[src/rtl/blkcopy_pkg.sv]
package blkcopy_pkg;
  typedef enum logic [1:0] {
    CP_IDLE  = 2'd0,
    CP_READ  = 2'd1,
    CP_HOLD  = 2'd2,
    CP_WRITE = 2'd3
  } cp_state_t;
endpackage

[src/rtl/blkcopy_ptrs.sv]
module blkcopy_ptrs #(
  parameter int unsigned AW       = 16,
  parameter int unsigned SRC_INIT = 'h0010,
  parameter int unsigned DST_INIT = 'h0030,
  parameter int unsigned END_ADDR = 'h002F
) (
  input  logic          clk,
  input  logic          rst,
  input  logic          step,
  output logic [AW-1:0] src,
  output logic [AW-1:0] dst,
  output logic          wrap
);
  localparam logic [AW-1:0] SRC0 = AW'(SRC_INIT);
  localparam logic [AW-1:0] DST0 = AW'(DST_INIT);
  localparam logic [AW-1:0] LAST = AW'(END_ADDR);
  localparam logic [AW-1:0] OFFS = DST0 - SRC0;
  localparam logic [AW-1:0] ONE  = AW'(1);

  // unsigned strict compare taken before the increment
  assign wrap = (src > LAST);

  always_ff @(posedge clk) begin
    if (rst) begin
      src <= SRC0;
      dst <= DST0;
    end else if (step) begin
      if (wrap) begin
        src <= SRC0;
        dst <= DST0;
      end else begin
        src <= src + ONE;
        dst <= dst + ONE;
      end
    end
  end

  AST_DST_TRACKS: assert property (@(posedge clk) disable iff (rst)
    (dst - src) == OFFS);
  AST_SRC_BOUND: assert property (@(posedge clk) disable iff (rst)
    src <= LAST + ONE);
endmodule

[src/rtl/blkcopy_dreg.sv]
module blkcopy_dreg #(
  parameter int unsigned DW = 16
) (
  input  logic          clk,
  input  logic          rst,
  input  logic          cap,
  input  logic [DW-1:0] d,
  output logic [DW-1:0] q
);
  always_ff @(posedge clk) begin
    if (rst)      q <= '0;
    else if (cap) q <= d;
  end
endmodule

[src/rtl/blkcopy_ctrl.sv]
module blkcopy_ctrl
  import blkcopy_pkg::*;
(
  input  logic clk,
  input  logic rst,
  input  logic enable,
  input  logic wrap,
  output logic rd_en,
  output logic cap_en,
  output logic wr_en,
  output logic busy,
  output logic pass_done
);
  cp_state_t state, state_nx;

  always_comb begin
    state_nx = state;
    case (state)
      CP_IDLE:  if (enable) state_nx = CP_READ;
      CP_READ:  state_nx = CP_HOLD;
      CP_HOLD:  state_nx = CP_WRITE;
      CP_WRITE: state_nx = enable ? CP_READ : CP_IDLE;
      default:  state_nx = CP_IDLE;
    endcase
  end

  always_ff @(posedge clk) begin
    if (rst) begin
      state     <= CP_IDLE;
      pass_done <= 1'b0;
    end else begin
      state     <= state_nx;
      pass_done <= (state == CP_WRITE) && wrap;
    end
  end

  assign rd_en  = (state == CP_READ);
  assign cap_en = (state == CP_HOLD);
  assign wr_en  = (state == CP_WRITE);
  assign busy   = (state != CP_IDLE);

  AST_WR_AFTER_RD: assert property (@(posedge clk) disable iff (rst)
    wr_en |-> $past(rd_en, 2));
  AST_START_GATED: assert property (@(posedge clk) disable iff (rst)
    $rose(busy) |-> $past(enable));
  AST_PASS_ONE: assert property (@(posedge clk) disable iff (rst)
    pass_done |=> !pass_done);
  AST_STOP_IDLE: assert property (@(posedge clk) disable iff (rst)
    (wr_en && !enable) |=> !busy);
endmodule

[src/rtl/blkcopy_engine.sv]
module blkcopy_engine #(
  parameter int unsigned AW       = 16,
  parameter int unsigned DW       = 16,
  parameter int unsigned SRC_INIT = 'h0010,
  parameter int unsigned DST_INIT = 'h0030,
  parameter int unsigned END_ADDR = 'h002F
) (
  input  logic          clk,
  input  logic          rst,
  input  logic          enable,
  output logic [AW-1:0] mem_addr,
  output logic          mem_rd,
  output logic          mem_wr,
  output logic [DW-1:0] mem_wdata,
  input  logic [DW-1:0] mem_rdata,
  output logic          busy,
  output logic          pass_done
);
  logic [AW-1:0] src, dst;
  logic          wrap, rd_en, cap_en, wr_en;

  blkcopy_ctrl u_ctrl (
    .clk       (clk),
    .rst       (rst),
    .enable    (enable),
    .wrap      (wrap),
    .rd_en     (rd_en),
    .cap_en    (cap_en),
    .wr_en     (wr_en),
    .busy      (busy),
    .pass_done (pass_done)
  );

  blkcopy_ptrs #(
    .AW       (AW),
    .SRC_INIT (SRC_INIT),
    .DST_INIT (DST_INIT),
    .END_ADDR (END_ADDR)
  ) u_ptrs (
    .clk  (clk),
    .rst  (rst),
    .step (wr_en),
    .src  (src),
    .dst  (dst),
    .wrap (wrap)
  );

  blkcopy_dreg #(.DW(DW)) u_dreg (
    .clk (clk),
    .rst (rst),
    .cap (cap_en),
    .d   (mem_rdata),
    .q   (mem_wdata)
  );

  assign mem_rd   = rd_en;
  assign mem_wr   = wr_en;
  assign mem_addr = wr_en ? dst : src;

  AST_STROBE_BUSY: assert property (@(posedge clk) disable iff (rst)
    (mem_rd || mem_wr) |-> busy);
endmodule

[config.mk]
export PLATFORM = sky130hd
export DESIGN_NAME = blkcopy_engine
export DESIGN_NICKNAME = d
export VERILOG_FILES = /design/src/rtl/blkcopy_pkg.sv /design/src/rtl/blkcopy_ptrs.sv /design/src/rtl/blkcopy_dreg.sv /design/src/rtl/blkcopy_ctrl.sv /design/src/rtl/blkcopy_engine.sv
export SDC_FILE = /design/constraint.sdc
export NUM_CORES = 1
export LEC_CHECK = 0
export BUFFER_PORTS_ARGS = -buffer_cell sky130_fd_sc_hd__clkbuf_2
export CORE_MARGIN = 2
export CORE_UTILIZATION = 25
export DETAILED_ROUTE_END_ITERATION = 8
export PLACE_DENSITY = 0.44
export REMOVE_ABC_BUFFERS = 1
export SETUP_SLACK_MARGIN = 0.2
export SYNTH_ARGS = -nofsm -noshare
export SYNTH_HDL_FRONTEND = slang
export SYNTH_SLANG_ARGS = --single-unit
[constraint.sdc]
create_clock -name clk -period 4.35 [get_ports clk]
set_clock_uncertainty 0.1 [all_clocks]
set_input_delay 0.6525 -clock clk [delete_from_list [all_inputs] [get_ports clk]]
set_output_delay 0.6525 -clock clk [all_outputs]
set_load 0.01 [all_outputs]
==> results of run 1 <==
[kinds of logic after synthesis]
family | Yosys count
and+or+nand+nor | 106
DFF | 51
muxes | 32
xor gates and xnor gates | 19
buffers and inverters | 17
AOI/OAI and AO/OA | 13
adders and majority gates | 7
[final timing paths]
check	start	depth (start not counted)	to	slack (ns)
hold reg to reg	u_dreg.q[6]$_SDFFE_PP0N_	2	u_dreg.q[6]$_SDFFE_PP0N_	0.40
setup / recovery	u_ctrl.state[0]$_SDFFE_PP0P_	5	mem_addr[1]	1.37
setup reg to reg	u_ctrl.state[0]$_SDFFE_PP0P_	6	u_ptrs.dst[13]$_SDFFE_PP0N_	1.80
hold / removal	u_dreg.q[6]$_SDFFE_PP0N_	2	u_dreg.q[6]$_SDFFE_PP0N_	0.40
[final cells by class]
cell class	instances	area, um^2	area share, %
multi-input cells	177	1220	43.9
flip-flops and latches	51	1020	36.8
repair buffers	56	285	10.3
well taps	111	139	5.01
clock buffers	6	82.6	2.98
inverters	6	22.5	0.812
clock inverters	1	5.00	0.181
[report_power, final]
part           switching (W)  internal [W]  total, W  leakage, nW
combinational       0.000170      0.000143  0.000313        0.682
clock               0.000155      0.000125  0.000281       0.0470
sequential         0.0000359      0.000513  0.000549        0.412
[metrics by stage]
stage,cells,util [%],worst slack (ns)
floorplan,234,-,1.86
global placement,401,29.5,1.75
detailed placement,401,29.5,1.66
CTS,408,30.4,1.31
global route,408,30.4,1.13
finish,408,30.4,1.37
[flip-flops by register name (all words and copies together) (netlist names)]
| name | cells |
|---|---|
| u_ctrl.pass_done | 1 |
| u_ptrs.dst | 16 |
| u_ptrs.src | 16 |
| u_dreg.q | 16 |
| u_ctrl.state | 2 |
[layout by cell type (no fill, tap or decap)]
cell type / netlist / routed
clkbuf_2: 0 / 54
dfxtp_1: 51 / 51
nor2_1: 46 / 46
mux2i_1: 18 / 18
nand2_1: 15 / 15
xnor2_1: 12 / 12
mux2_2: 10 / 10
nand3_1: 7 / 7
nand4_1: 7 / 7
xor2_1: 7 / 7
ha_1: 7 / 7
inv_1: 6 / 6
nor3_1: 6 / 6
a21oi_1: 6 / 6
clkbuf_8: 0 / 6
nand2b_1: 5 / 5
and2_1: 5 / 5
mux2_1: 4 / 4
nor4_1: 4 / 4
a31oi_1: 3 / 3
and3_1: 3 / 3
buf_4: 0 / 2
nor4_2: 1 / 1
a211oi_1: 1 / 1
a21o_1: 1 / 1
nand4_4: 1 / 1
nand4_2: 1 / 1
and4_1: 1 / 1
nand3b_1: 1 / 1
nor3b_1: 1 / 1
nor4_4: 1 / 1
a2111oi_2: 1 / 1
nor2b_1: 1 / 1
o21ai_1: 1 / 1
clkinv_2: 0 / 1
[routing by layer]
layer / global-route usage, % / share of wire, % / vias up
met4: 3.27 / 0.90 / 0
met5: 0 / 0 / -
li1: - / - / 939
met3: 3.69 / 7.0 / 5
met1: 15.1 / 51 / 814
met2: 16.6 / 42 / 60
[tightest hold or removal path, cell delays in order (launching register included)]
cell     delay [ns]
dfxtp_1        0.34
mux2i_1        0.06
nor2_1         0.07
==> impl_metrics.tcl, run 1 <==
set metrics [dict create \
    cts_tree "built" \
    grt_setup_unrepaired "no" \
    nets 323 \
    drt_iter0_markers 34 \
    yosysSeqAreaShare_pct 44.1 \
    root_buffer "clkbuf_8" \
    drv_slew 0 \
    worst-path-max-fanout 25 \
    clkLatencyLatePin_ns 0.30 \
    syn_to_final_growth_pct 19.8 \
    first_pass_iters 4 \
    relSlewSlack_pct 31.2 \
    synth_xor_area_share_pct 7.19 \
    postLayoutCellArea_um2 2770 \
    yosysUniqueCellTypes 34 \
    fp.dieH_um 100 \
    cpPeakStageDelay_ns 0.87 \
    async_flop_share_pct 0 \
    synth_edf_count 0 \
    cts_max_level 2 \
    path_clk_slew_ns 0.09 \
    yosys.area.top_type_share_pct 44.1 \
    netlist_area_um2 2310 \
    cp-end-kind "output port" \
    core_area_um2 9110 \
    maxCapViolCount 0 \
    drive_above_1_share_pct 26.3 \
    portBuffers 54 \
    synth_warnings 0 \
    post_cts_buffers 0 \
    min_path_type "flop to flop" \
    drtAntennaViolNets 0 \
    p_leak_nw 1.14 \
    finalSetupTns_ns 0 \
    path_cells "ha_1 -> buf_4 -> nand2b_1 -> nand2_1 -> clkbuf_2" \
    synth_top_family_by_area "simple AND/OR/NAND/NOR gates" \
    synth_compound_area_share_pct 3.62 \
    synth_common_cells "dfxtp_1 (51), nor2_1 (46), mux2i_1 (18)" \
    cts.sinks 51 \
    yosys.area_share.simple_pct 23.4 \
    tightest_slew_ns 1.03 \
    die_w_um 100 \
    report.power.total_w 0.00114 \
    start_util_pct 25.4 \
    grt_overflow_total 0 \
    cp_top_family "adder cells" \
    grt_pass1_vias 1765 \
    num_vias 1818 \
    dp_hpwl_um 3820 \
    fin_hold_ws_ns 0.400 \
    critPathSlowestCell "ha_1" \
    row_count 35 \
    cts_buffer_depth 2 \
    place_congestion 0.700 \
    fin_crit_ns 2.98 \
    synth_top_flop_cell "dfxtp_1" \
    finalHoldViolCount 0 \
    antenna_cells 0 \
    hold_buffers 0 \
    avgSynthCellArea_um2 9.45 \
    viasPerCell 4.46 \
    ys_ff_latch 51 \
    synth_top_area_cell "dfxtp_1" \
    worst-endpoint-required_ns 3.60 \
    dieArea_um2 10000 \
    peakVddDrop_uv 214 \
    yosys-top-cells-area "dfxtp_1 (44%), mux2i_1 (7.8%), nor2_1 (7.5%)" \
    cellPowerDensity_nw_per_um2 412 \
    path_class "flop to output port" \
    antenna_found_initial 0 \
    arrival_ns 2.22 \
    synthAdderAreaFrac_pct 3.78 \
    grt_pass1_wl_um 8830 \
    grt_max_degree 28 \
    period_share_pct 68.4 \
    setup_violations 0 \
    critPathLaunchType "flop" \
    fillerInstances 975 \
    synthMuxAreaShare_pct 14.6 \
    syn_inst 245 \
    status "completed" \
    numCtsBuffers 5 \
    cts_resized 0 \
    io_pins 55 \
    routed_wl_um 5330 \
    grtUsageTotal_pct 11.1 \
    place_area_um2 2690 \
    synth_most_common_cell "dfxtp_1" \
    wl_per_cell_um 13.1 \
    path_buf_inv 2 \
    clock.fmax_ghz 0.336 \
    post-route-drc-count 0 \
]
(Power assumes the default switching activity.)
==> run 2: changes to the inputs <==
- clock period: 4.35 -> 3 ns (I/O delays scaled with it)
==> run 2 against run 1 <==
  * Via count up 1.6%
  * Global-route usage grew 0.80 points
  * Hold slack got worse by 0.12 ns
  * Cell count is 0.25% higher
  * Total power up 50%
  * Clock power up 68%
  * Worst setup slack worse by 0.74 ns
  * Critical path depth shrank 1
  * Cell area is 0.81% higher
  * Sequential cell count is the same
  * Routed wire length up 4.0%
  * Largest cell class unchanged
==> impl_metrics.tcl, run 2 (synthesized netlist as in run 1, its figures left out) <==
set metrics [dict create \
    grtUsageTotal_pct 11.9 \
    io_pins 55 \
    drtAntennaViolNets 0 \
    numCtsBuffers 5 \
    finalSetupTns_ns 0 \
    postLayoutCellArea_um2 2800 \
    viasPerCell 4.52 \
    hold_buffers 0 \
    drive_above_1_share_pct 26.2 \
    tightest_slew_ns 0.693 \
    p_leak_nw 1.15 \
    arrival_ns 1.82 \
    routed_wl_um 5540 \
    cp-end-kind "output port" \
    place_area_um2 2690 \
    largestRegisters "u_dreg.q: 16 flops, u_ptrs.dst: 16 flops, u_ptrs.src: 16 flops" \
    portBuffers 54 \
    worst-endpoint-required_ns 2.45 \
    start_util_pct 25.4 \
    path_class "flop to output port" \
    cts_resized 0 \
    die_w_um 100 \
    row_count 35 \
    period_share_pct 78.9 \
    fin_crit_ns 2.37 \
    relSlewSlack_pct 53.8 \
    post-route-drc-count 0 \
    grt_pass1_wl_um 9510 \
    setup_violations 0 \
    maxCapViolCount 0 \
    worst-path-max-fanout 40 \
    core_area_um2 9110 \
    utilization_pct 30.7 \
    wl_per_cell_um 13.6 \
    grt_pass1_vias 1882 \
    critPathLaunch "u_ctrl.state[0]$_SDFFE_PP0P_" \
    min_from "mem_rdata[14]" \
    final_cell_mix "clkbuf_2 (54), dfxtp_1 (51), nor2_1 (46)" \
    dp_hpwl_um 3920 \
    finalHoldViolCount 0 \
    cts_buffer_depth 2 \
    cts_max_level 2 \
    final_common_cell "clkbuf_2" \
    clkLatencyLatePin_ns 0.30 \
    syn_to_final_growth_pct 20.8 \
    grt_max_degree 41 \
    path_clk_slew_ns 0.09 \
    fillerInstances 1005 \
    drv_slew 0 \
    clock.fmax_ghz 0.422 \
    fin_cells 409 \
    status "completed" \
    grt_overflow_total 0 \
    peakVddDrop_uv 248 \
    first_pass_iters 4 \
    dieArea_um2 10000 \
    cts_tree "built" \
    cts.sinks 51 \
    worstReg2RegStart "u_ctrl.state[0]$_SDFFE_PP0P_" \
    nets 324 \
    place_congestion 0.702 \
    post_cts_buffers 0 \
    grt_setup_unrepaired "no" \
    num_vias 1847 \
    cellPowerDensity_nw_per_um2 613 \
    antenna_found_initial 0 \
    drt_iter0_markers 43 \
    fp.dieH_um 100 \
    root_buffer "clkbuf_8" \
    report.power.total_w 0.00171 \
    dpl.cell_count 402 \
    antenna_cells 0 \
    critPathLaunchType "flop" \
    min_path_type "input port to flop" \
]
-- run 2: cell types whose count changed in the layout (fill, tap and decap cells not counted) --
cell	previous run	this run
buf_4	2	3
bufinv_16	0	1
clkbuf_1	0	1
clkbuf_8	6	5
clkinv_2	1	0
-- run 2: per-layer routing --
metal  wire, um  vias up  GRT usage, %
met4         29        0          3.58
met2       2380       55          17.8
met3        420        2          4.04
li1           -      937             -
met5          0        -             0
met1       2710      853          16.2
-- run 2: report_power, final --
group | leakage (nW) | internal, W | switching (W) | total [W]
clock | 0.0513 | 0.000245 | 0.000227 | 0.000472
sequential | 0.412 | 0.000743 | 0.0000530 | 0.000796
combinational | 0.687 | 0.000201 | 0.000245 | 0.000445
-- run 2: layout make-up --
type	instances	area, um^2	share of cell area [%]
Sequential cell	51	1020	36.5
Inverter	6	22.5	0.806
Timing Repair Buffer	57	293	10.5
Clock inverter	1	30.0	1.07
Tap cell	111	139	4.97
Clock buffer	6	72.6	2.60
Multi-Input combinational cell	177	1220	43.6
-- run 2: worst max-delay path: stages, from the launching register on --
cell and delay (ns):
dfxtp_1 0.43, ha_1 0.17, buf_4 0.38, mux2_2 0.39
clkbuf_2 0.13
-- run 2: through the flow --
step / setup slack (ns) / hold slack, ns
detailed placement: 0.944 / 0.383
finish: 0.632 / 0.280
global placement: 0.990 / 0.372
CTS: 0.606 / 0.274
global route: 0.513 / 0.276
floorplan: 0.696 / 0.346
-- run 2: path summary, 6_finish.rpt --
path,end,slack (ns),depth (start not counted)
setup / recovery,mem_addr[13],0.63,4
hold / removal,u_dreg.q[14]$_SDFFE_PP0N_,0.28,3
setup reg to reg,u_ptrs.dst[13]$_SDFFE_PP0N_,1.04,6
hold reg to reg,u_dreg.q[14]$_SDFFE_PP0N_,0.40,2
